===== src/rtl/pcm_irq_pkg.sv =====
package pcm_irq_pkg;
   // Number of condition sources; status bits 0..EV_COUNT-1
   localparam int EV_COUNT   = 13;
   // Aggregated pending flag in the status word
   localparam int PEND_BIT   = 13;
   // Master interrupt enable in the enable word
   localparam int MASTER_BIT = 14;
   // Narrowest register that holds every defined bit
   localparam int MIN_REG_W  = MASTER_BIT + 1;
   // Held (sticky) sources: overflow and starve of each direction, word transfer
   localparam logic [EV_COUNT-1:0] DEF_STICKY = 13'b1_0000_1100_0011;
endpackage


===== src/rtl/pcm_irq_status_bit.sv =====
module pcm_irq_status_bit #(
   parameter bit STICKY = 1'b0
) (
   input  logic clk,
   input  logic rst_n,
   input  logic ev_i,
   input  logic clr_i,
   output logic q_o
);
   logic keep;

   // A held bit retains its value unless cleared; a level bit never retains.
   // The new event always ORs in, so it wins over a clear in the same cycle.
   assign keep = STICKY ? ~clr_i : 1'b0;

   always_ff @(posedge clk or negedge rst_n) begin
      if (!rst_n) q_o <= 1'b0;
      else        q_o <= ev_i | (q_o & keep);
   end
endmodule


===== src/rtl/pcm_irq_enable_reg.sv =====
module pcm_irq_enable_reg
   import pcm_irq_pkg::*;
#(
   parameter int REG_W = 16
) (
   input  logic             clk,
   input  logic             rst_n,
   input  logic             wr_i,
   input  logic [REG_W-1:0] wdata_i,
   output logic [REG_W-1:0] q_o
);
   // Implemented enable bits: one per source plus the master bit
   localparam logic [REG_W-1:0] IMPL_MASK =
      REG_W'((64'd1 << EV_COUNT) - 64'd1) | (REG_W'(1) << MASTER_BIT);

   always_ff @(posedge clk or negedge rst_n) begin
      if (!rst_n)    q_o <= '0;
      else if (wr_i) q_o <= wdata_i & IMPL_MASK;
   end
endmodule


===== src/rtl/pcm_irq_combine.sv =====
module pcm_irq_combine
   import pcm_irq_pkg::*;
#(
   parameter bit TREE_REDUCE = 1'b1
) (
   input  logic [EV_COUNT-1:0] status_i,
   input  logic [EV_COUNT-1:0] enable_i,
   input  logic                master_i,
   output logic                pending_o,
   output logic                irq_o
);
   logic [EV_COUNT-1:0] hit;
   assign hit = status_i & enable_i;

   if (TREE_REDUCE) begin : g_tree
      assign pending_o = |hit;
   end else begin : g_chain
      logic [EV_COUNT:0] acc;
      assign acc[0] = 1'b0;
      for (genvar i = 0; i < EV_COUNT; i++) begin : g_link
         assign acc[i+1] = acc[i] | hit[i];
      end
      assign pending_o = acc[EV_COUNT];
   end

   assign irq_o = pending_o & master_i;
endmodule


===== src/rtl/pcm_irq_unit.sv =====
module pcm_irq_unit
   import pcm_irq_pkg::*;
#(
   parameter int                  REG_W       = 16,
   parameter logic [EV_COUNT-1:0] STICKY_MASK = DEF_STICKY,
   parameter bit                  TREE_REDUCE = 1'b1
) (
   input  logic                clk,
   input  logic                rst_n,
   input  logic [EV_COUNT-1:0] event_src,
   input  logic                en_wr,
   input  logic [REG_W-1:0]    en_wdata,
   input  logic                clr_wr,
   input  logic [REG_W-1:0]    clr_wdata,
   output logic [REG_W-1:0]    en_q,
   output logic [REG_W-1:0]    status_q,
   output logic                pending,
   output logic                irq
);
   if (REG_W < MIN_REG_W) begin : g_bad_width
      $error("pcm_irq_unit: REG_W must be at least %0d", MIN_REG_W);
   end
   if (REG_W > 64) begin : g_bad_wide
      $error("pcm_irq_unit: REG_W must not exceed 64");
   end

   logic [EV_COUNT-1:0] st;
   logic                unused_clr_hi;

   assign unused_clr_hi = &{1'b0, clr_wdata[REG_W-1:EV_COUNT]};

   for (genvar b = 0; b < EV_COUNT; b++) begin : g_bit
      pcm_irq_status_bit #(.STICKY(STICKY_MASK[b])) u_bit (
         .clk   (clk),
         .rst_n (rst_n),
         .ev_i  (event_src[b]),
         .clr_i (clr_wr & clr_wdata[b]),
         .q_o   (st[b])
      );
   end

   pcm_irq_enable_reg #(.REG_W(REG_W)) u_en (
      .clk     (clk),
      .rst_n   (rst_n),
      .wr_i    (en_wr),
      .wdata_i (en_wdata),
      .q_o     (en_q)
   );

   pcm_irq_combine #(.TREE_REDUCE(TREE_REDUCE)) u_comb (
      .status_i  (st),
      .enable_i  (en_q[EV_COUNT-1:0]),
      .master_i  (en_q[MASTER_BIT]),
      .pending_o (pending),
      .irq_o     (irq)
   );

   always_comb begin
      status_q               = '0;
      status_q[EV_COUNT-1:0] = st;
      status_q[PEND_BIT]     = pending;
   end
endmodule


===== config.mk =====
export PLATFORM = sky130hd
export DESIGN_NAME = pcm_irq_unit
export DESIGN_NICKNAME = d
export VERILOG_FILES = /design/src/rtl/pcm_irq_pkg.sv /design/src/rtl/pcm_irq_status_bit.sv /design/src/rtl/pcm_irq_enable_reg.sv /design/src/rtl/pcm_irq_combine.sv /design/src/rtl/pcm_irq_unit.sv
export SDC_FILE = /design/constraint.sdc
export NUM_CORES = 1
export LEC_CHECK = 0
export ABC_CLOCK_PERIOD_IN_PS = 4310
export BUFFER_PORTS_ARGS = -buffer_cell sky130_fd_sc_hd__clkbuf_2
export CAP_MARGIN = 20
export CORE_ASPECT_RATIO = 0.9
export CORE_MARGIN = 1.5
export CORE_UTILIZATION = 44
export CTS_BUF_LIST = sky130_fd_sc_hd__clkbuf_4 sky130_fd_sc_hd__clkbuf_8
export DETAILED_ROUTE_END_ITERATION = 12
export PLACE_DENSITY = 0.86
export SYNTH_ARGS = -nofsm -noshare
export SYNTH_HDL_FRONTEND = slang
export SYNTH_SLANG_ARGS = --single-unit

===== constraint.sdc =====
create_clock -name clk -period 4.31 [get_ports clk]
set_clock_uncertainty 0.05 [all_clocks]
set_input_delay 0.2155 -clock clk [delete_from_list [all_inputs] [get_ports clk]]
set_output_delay 0.2155 -clock clk [all_outputs]
set_load 0.01 [all_outputs]

# Yosys cells after proc, flatten, opt, wreduce, memory -nomap -nowiden
# Cells that the tools add are included.
# word_totals
register_bits	27
inputBits	49
out_inout_bits	34
word_cells	37
# classes
n_bitwise	22
n_reduce_logical	1
# ops
cell	count
$and 13x13->13	1
$reduce_or 13->1	1
$and 1x1->1	11
$not 1->1	5
$or 1x1->1	5

# Logic depth before layout (Yosys ltp)
# Gate-level depths: netlist (run 1).
# logic_depth
word_depth	4
mapped_depth	4

# By module
# Synthesis (run 1) repeated with hierarchy kept, for this count alone.
# unflattened
cells_unflattened	83
hier_area_um2	1123.6
# modules_own_cells
module	n_inst	cells_per_inst	area_each_um2	seq_area_each_um2
pcm_irq_enable_reg	1	32	538.0	350.3
pcm_irq_status_bit (g_bit[10].u_bit ...)	8	1	25.0	25.0
pcm_irq_status_bit (g_bit[0].u_bit ...)	5	3	36.3	25.0
pcm_irq_unit	1	18	130.1	0.0
pcm_irq_combine	1	10	73.8	0.0

# Least setup slack after synthesis (run 1)
# OpenSTA, ideal clock, no wires.
# synth_timing
kind	flip-flop to output port
from	register u_en.q_o[2]
to	output status_q[13]
arrival_time_ns	1.424
required_ns	4.044
setup_slack_ns	2.621
stages_incl_launch_ff	5
cell_sequence	dfrtp_1 -> a222oi_1 -> nand3_1 -> or3_1 -> buf_4
# synth_via
elab_chain_cells	2
# synth_rtl
element	line	source
start: declaration	pcm_irq_enable_reg.sv:10	output logic [REG_W-1:0] q_o
start signal: assignment	pcm_irq_enable_reg.sv:18	else if (wr_i) q_o <= wdata_i & IMPL_MASK;
$and 13x13->13	pcm_irq_combine.sv:13	assign hit = status_i & enable_i;
$reduce_or 13->1	pcm_irq_combine.sv:16	assign pending_o = |hit;
end: declaration	pcm_irq_unit.sv:16	output logic [REG_W-1:0] status_q,
# Every way passes these cells.

# Worst setup path after layout (run 1)
# layout_timing
from	register g_bit[2].u_bit.q_o
to	output status_q[13]
# layout_via
elab_chain_cells	2
# layout_rtl
element	line	source
start: declaration	pcm_irq_status_bit.sv:8	output logic q_o
start signal: assignment	pcm_irq_status_bit.sv:18	else q_o <= ev_i | (q_o & keep);
$and 13x13->13	pcm_irq_combine.sv:13	
$reduce_or 13->1	pcm_irq_combine.sv:16	
# Every way passes these cells.

==> results.toml, run 1 <==
[run_status]
outcome = "complete, no violations"

[global_route]
antenna_found_initial = 0
grt_start_max_net_pins = 28
grt-ovfl-total = 0
grt_pass1_wl_mm = 3.953
track_usage = 0.1871
first_global_vias = 856

[cells_and_area]
layout.nets = 195
finalNonFillerCells = 173
antenna_cells = 0
layout-drive-gt1-share = 0.5793
syn_to_final_growth_pct = 32.66
finish.instance_area_um2 = 1479

[sta]
hold_violations = 0
maxSlewHeadroom = 0.5727
tightestPinTransition_ps = 641.0
setup_viol = 0
fmaxAchievable_ghz = 0.4716
layout_min_cycle_time_ps = 2121
setup_slack_ps = 2189
drv_slew = 0
setup_tns_ps = 0
rsz0062_at_grt = "false"
timing.final.crit_share = 0.4920

[drt]
postRouteAntennaNets = 0
drc = 0
dr.pass1.iters = 4
vias = 832
wl_per_cell_um = 13.64
drt_iter0_markers = 32
wl_mm = 2.360
drt-vias-per-instance = 4.809

[power_and_ir_drop]
internal_power_mw = 0.3661
ir_drop_v = 0.0002201
switchingPower_mw = 0.1268
switching_share = 0.2573
power_mw = 0.4930
p_comb_frac = 0.188
seq_power_share = 0.585
pwr-share-clk = 0.227
p_leak_nw = 0.7624
pwr_density_cell_nw_per_um2 = 333.3

[synthesis]
synth_area_um2 = 1115
synth_warnings = 0
yosys-top-cells-area = "dfrtp_1, mux2_2, buf_4"
ys_types = 13
synth-seq-cells = 27
synth.top_cell.area_share = 0.6061
yosysTopAreaCell = "dfrtp_1"
seq_area_frac_synth = 0.6061
synth_cells = 82
avgSynthCellArea_um2 = 13.60

[clocking]
clkLatencyLatePin_ps = 320
cts_inserted_buffers = 3
ctsRootBufferMaster = "clkbuf_4"
cts_tree = "done"
clockBufferDepth = 2
clkSlewWorstSetupHoldPaths_ps = 140
h-tree-depth = 1
clock_sinks = 27
cts-resized-gates = 0

[run]
maxCapViolCount = 0

[placement]
pre_cts_ws_ps = 2543
dpl.hpwl_mm = 1.749
postPlaceCellArea_um2 = 1339
port_buffers = 65
gp_congestion = 0.6488
dp_cells = 158

[die]
chipWidth_um = 56.06
die_y_um = 50.75
die-area_um2 = 2845
core-area_um2 = 2425
row_count = 17
top_level_ports = 83
initial_core_util = 0.4598

[worst_setup_path]
worstSetupEndpointType = "output pin"
worstPathRequired_ps = 4040
startpoint_type = "register"
cp_max_fo = 2
worstSetupPathType = "reg -> out"
arrival_ps = 1860

[worst_hold_path]
hold_class = "in -> reg"
-- logic make-up after synthesis --
logic type,Yosys count,synth area share
flip-flops,27,0.6061
buffers and inverters,20,0.1324
multiplexers,14,0.1414
AO/OA/AOI/OAI,12,0.08643
AND/OR/NAND/NOR,8,0.03030
other,1,0.003364
-- through the flow --
step / utilization / hold slack (ps)
3_5_place_dp: 0.5521 / 220.4
6_report: 0.6099 / 17.89
3_3_place_gp: 0.5521 / 206.4
2_1_floorplan: - / -130.1
5_1_grt: 0.6099 / 1.314
4_1_cts: 0.6017 / 6.469
-- worst paths after layout --
path	start	endpoint	slack, ps	depth (start not counted)
worst max-delay path	g_bit[2].u_bit.q_o$_DFF_PN0_	status_q[13]	2190	4
worst min-delay path	event_src[1]	g_bit[1].u_bit.q_o$_DFF_PN0_	20	2
worst max register to register	u_en.q_o[14]$_DFFE_PN0P_	u_en.q_o[14]$_DFFE_PN0P_	3460	1
worst min register to register	g_bit[7].u_bit.q_o$_DFF_PN0_	g_bit[7].u_bit.q_o$_DFF_PN0_	490	1
max in group asynchronous	rst_n	g_bit[10].u_bit.q_o$_DFF_PN0_	3390	2
min in group asynchronous	rst_n	g_bit[12].u_bit.q_o$_DFF_PN0_	400	2
-- cell usage after synthesis --
cell,instances
nand2_1,6
mux2_2,14
a22o_1,1
dfrtp_1,27
a22oi_1,4
conb_1,1
o31a_2,1
buf_4,19
a21o_1,5
nand3_1,1
a222oi_1,1
buf_2,1
or3_1,1
-- worst max-delay path: stages (launching register included) --
cell,delay (ps)
dfrtp_1,400
a222oi_1,410
nand3_1,160
or3_1,430
clkbuf_2,140
-- per-layer routing --
metal | part of all wire | vias up | GRT usage
met3 | 0.076 | 4 | 0.04381
met1 | 0.37 | 394 | 0.2144
met5 | 0 | - | 0
met4 | 0.011 | 0 | 0.07143
li1 | - | 389 | -
met2 | 0.54 | 45 | 0.3392
-- layout by cell type (no fill, tap or decap) --
| cell type | instances |
|---|---|
| a21o_1 | 5 |
| a222oi_1 | 1 |
| a22o_1 | 1 |
| a22oi_1 | 4 |
| clkbuf_2 | 65 |
| clkbuf_4 | 4 |
| conb_1 | 4 |
| dfrtp_1 | 27 |
| dlygate4sd3_1 | 11 |
| mux2_2 | 14 |
| nand2_1 | 6 |
| nand3_1 | 1 |
| o31a_2 | 1 |
| or3_1 | 1 |
-- final cells by class --
class	instances	area [um2]
clock buffer	4	30.03
fill	208	945.9
multi-input combinational	38	302.8
sequential	27	675.6
tap	28	35.03
timing repair buffer	76	435.4
-- timing repair --
action / in CTS / in global routing
endpoints found under the setup margin: 0 / 0
hold buffers: 9 / 2
setup buffers: 0 / 0
hold endpoints to repair: 35 / 2
-- sequential cells by signal (all words and copies together) (netlist names) --
signal	count
u_en.q_o	14
g_bit.u_bit.q_o	13
-- power by group through the flow --
stage,combinational (mW),sequential [mW],clock (mW)
final,0.0928,0.288,0.112
after global routing,0.102,0.292,0.128
after CTS,0.0924,0.289,0.118
after detailed placement,0.0859,0.294,0
after global placement,0.0829,0.291,0
after floorplan,0.0468,0.296,0
Power figures use the tool's default switching activity.
==> run 2, diff against run 1 <==
--- a/config.mk
+++ b/config.mk
@@ -5,15 +5,16 @@
 export SDC_FILE = /design/constraint.sdc
 export NUM_CORES = 1
 export LEC_CHECK = 0
-export ABC_CLOCK_PERIOD_IN_PS = 4310
+export ABC_AREA = 1
+export ABC_CLOCK_PERIOD_IN_PS = 1800
 export BUFFER_PORTS_ARGS = -buffer_cell sky130_fd_sc_hd__clkbuf_2
 export CAP_MARGIN = 20
 export CORE_ASPECT_RATIO = 0.9
 export CORE_MARGIN = 1.5
-export CORE_UTILIZATION = 44
+export CORE_UTILIZATION = 38
 export CTS_BUF_LIST = sky130_fd_sc_hd__clkbuf_4 sky130_fd_sc_hd__clkbuf_8
 export DETAILED_ROUTE_END_ITERATION = 12
-export PLACE_DENSITY = 0.86
+export PLACE_DENSITY = 0.76
 export SYNTH_ARGS = -nofsm -noshare
 export SYNTH_HDL_FRONTEND = slang
 export SYNTH_SLANG_ARGS = --single-unit
==> constraint.sdc (replaced) <==
create_clock -name clk -period 1.8 [get_ports clk]
set_clock_uncertainty 0.05 [all_clocks]
set_input_delay 0.09 -clock clk [delete_from_list [all_inputs] [get_ports clk]]
set_output_delay 0.09 -clock clk [all_outputs]
set_load 0.01 [all_outputs]
==> results.toml, run 2 <==
[run_status]
outcome = "complete, no violations"

[sta]
rsz0062_at_grt = "false"
maxSlewHeadroom = 0.5674
drv_slew = 0
hold_violations = 0
timing.final.crit_share = 0.8561
layout_min_cycle_time_ps = 1541
holdWs_ps = 254.2
setup_tns_ps = 0
setup_slack_ps = 259.0
setup_viol = 0
tightestPinTransition_ps = 648.8
fmaxAchievable_ghz = 0.6489

[power_and_ir_drop]
pwr_density_cell_nw_per_um2 = 699.7
p_comb_frac = 0.229
pwr-share-clk = 0.217
internal_power_mw = 0.9185
ir_drop_v = 0.0004783
seq_power_share = 0.553
switchingPower_mw = 0.3291
switching_share = 0.2638
p_leak_nw = 0.9398

[die]
chipWidth_um = 62.42
initial_core_util = 0.3968
die-area_um2 = 3525
die_y_um = 56.48
core-area_um2 = 3043
top_level_ports = 83
row_count = 19

[synthesis]
avgSynthCellArea_um2 = 11.61
synth_cells = 104
synthTopCellsByCount = "dfrtp_1, nand2_1, buf_4"
synth.area.mux_share = 0.1461
synthXorXnorAreaFrac = 0
synth.top_cell.area_share = 0.5596
synth_warnings = 0
synth_compound_area_frac = 0.03523
yosysTopAreaCell = "dfrtp_1"
synth-edff-count = 0
ys_types = 12
yosys.area_share.adder = 0
synthArstFlopShare = 1.000
seq_area_frac_synth = 0.5596
synth-simple-area-share = 0.09948
yosys-top-cells-area = "dfrtp_1, buf_4, mux2_4"
synth_area_um2 = 1207
synth-main-ff-cell = "dfrtp_1"
synth-seq-cells = 27
synth_top_family_by_area = "buffers and inverters"

[drt]
vias = 1001
wl_per_cell_um = 12.69
wl_mm = 2.918
drt_iter0_markers = 7
dr.pass1.iters = 2
drt-vias-per-instance = 4.352
postRouteAntennaNets = 0
drc = 0

[clocking]
cts_inserted_buffers = 3
ctsRootBufferMaster = "clkbuf_4"
h-tree-depth = 1
cts-resized-gates = 0
clkLatencyLatePin_ps = 320
clockBufferDepth = 2
post_cts_buffers = 0
clock_sinks = 27
cts_tree = "done"
clkSlewWorstSetupHoldPaths_ps = 130

[run]
maxCapViolCount = 0

[cells_and_area]
fillers = 259
largest_register_ffs = 14
reg_top3 = "u_en.q_o (14), g_bit.u_bit.q_o (13)"
mostFrequentLayoutCell = "clkbuf_2"
layout-drive-gt1-share = 0.4362
syn_to_final_growth_pct = 47.67
layout_common_cells = "clkbuf_2, dlygate4sd3_1, nand2_1, dfrtp_1, mux2_4"
top_register = "u_en.q_o"
finish.instance_area_um2 = 1783
finalNonFillerCells = 230
antenna_cells = 0
layout.nets = 238

[worst_setup_path]
cp_max_fo = 2
cp_num_buf_inv = 2
startpoint_type = "register"
worstSetupEndpointType = "output pin"
worst_path_most_repeated_cell = "nand2_1"
reg2reg_setup_slack_ps = 470
cp_slowest_stage_delay_ps = 410
arrival_ps = 1400
worstPathRequired_ps = 1660
worstSetupPathType = "reg -> out"
cp_top_family = "simple AND/OR/NAND/NOR gates"
crit_path_cell_trace = "nand2_1 -> nand2_1 -> nor2_1 -> nand2_1 -> nor2_1 -> inv_1 -> clkbuf_2"
slowest_stage = "dfrtp_1"

[global_route]
grt-ovfl-total = 0
antenna_found_initial = 0
grt_pass1_wl_mm = 4.685
first_global_vias = 1023
grt_start_max_net_pins = 28
track_usage = 0.1745

[placement]
pre_cts_ws_ps = 594.0
port_buffers = 65
dp_cells = 193
gp_congestion = 0.6524
dpl.hpwl_mm = 1.784
postPlaceCellArea_um2 = 1423

[worst_hold_path]
hold_class = "in -> reg"
-- run 2: cell types whose count changed after synthesis, sizes merged, moves of 4 or more --
cell   change
nand2     +21
nor2       +5
a22oi      -4
inv        +4
-- run 2: timing repair --
action / 4_1_cts / 5_1_grt
hold buffers: 33 / 0
endpoints found under the setup margin: 0 / 0
hold endpoints to repair: 54 / 0
-- run 2: final cells by class --
type / instances / area, um2 / share of cell area
well taps: 42 / 52.55 / 0.02947
clock buffers: 4 / 30.03 / 0.01684
repair buffers: 98 / 655.6 / 0.3677
multi-input cells: 55 / 354.1 / 0.1986
flip-flops and latches: 27 / 675.6 / 0.3789
inverters: 4 / 15.01 / 0.008421
-- run 2: stage by stage --
stage	utilization	total power, mW
final	0.5859	1.248
after global routing	0.5859	1.318
after CTS	0.5859	1.253
after detailed placement	0.4675	0.9272
after global placement	0.4675	0.9167
after floorplan	-	0.8459
-- run 2: worst min-delay path, delay by kind of cell --
| kind | cells | cell delay (ps) |
|---|---|---|
| AO/OA/AOI/OAI | 1 | 70 |
| AND/OR/NAND/NOR | 1 | 120 |
| buffers and inverters | 1 | 300 |
-- run 2: power groups by stage --
stage          Combinational [mW]  Sequential (mW)  Clock (mW)
5_1_grt                     0.309            0.699       0.310
3_3_place_gp                0.219            0.698           0
3_5_place_dp                0.225            0.702           0
2_1_floorplan               0.137            0.709           0
6_report                    0.286            0.690       0.271
4_1_cts                     0.283            0.690       0.280
-- run 2: cells by family after synthesis --
family | after synthesis
AOI/OAI and AO/OA | 6
muxes | 13
buffers and inverters | 25
other | 1
and+or+nand+nor | 32
DFF | 27
-- run 2: worst paths after layout --
check                      cells after the start                         start                            end
max reg2reg                                    2  g_bit[6].u_bit.q_o$_DFF_PN0_   g_bit[6].u_bit.q_o$_DFF_PN0_
min                                            3                         en_wr       u_en.q_o[14]$_DFFE_PN0P_
min reg2reg                                    1       u_en.q_o[6]$_DFFE_PN0P_        u_en.q_o[6]$_DFFE_PN0P_
max                                            7  g_bit[8].u_bit.q_o$_DFF_PN0_                        pending
min in group asynchronous                      2                         rst_n  g_bit[11].u_bit.q_o$_DFF_PN0_
max in group asynchronous                      2                         rst_n       u_en.q_o[14]$_DFFE_PN0P_
-- run 2: routing by layer --
| layer | wire [um] | vias to the layer above | part of all wire | global-route usage |
|---|---|---|---|---|
| li1 | - | 472 | - | - |
| met1 | 1279 | 485 | 0.44 | 0.2084 |
| met2 | 1448 | 42 | 0.50 | 0.3103 |
| met3 | 170 | 2 | 0.058 | 0.03407 |
| met4 | 19 | 0 | 0.0065 | 0.06984 |
| met5 | 0 | - | 0 | 0 |
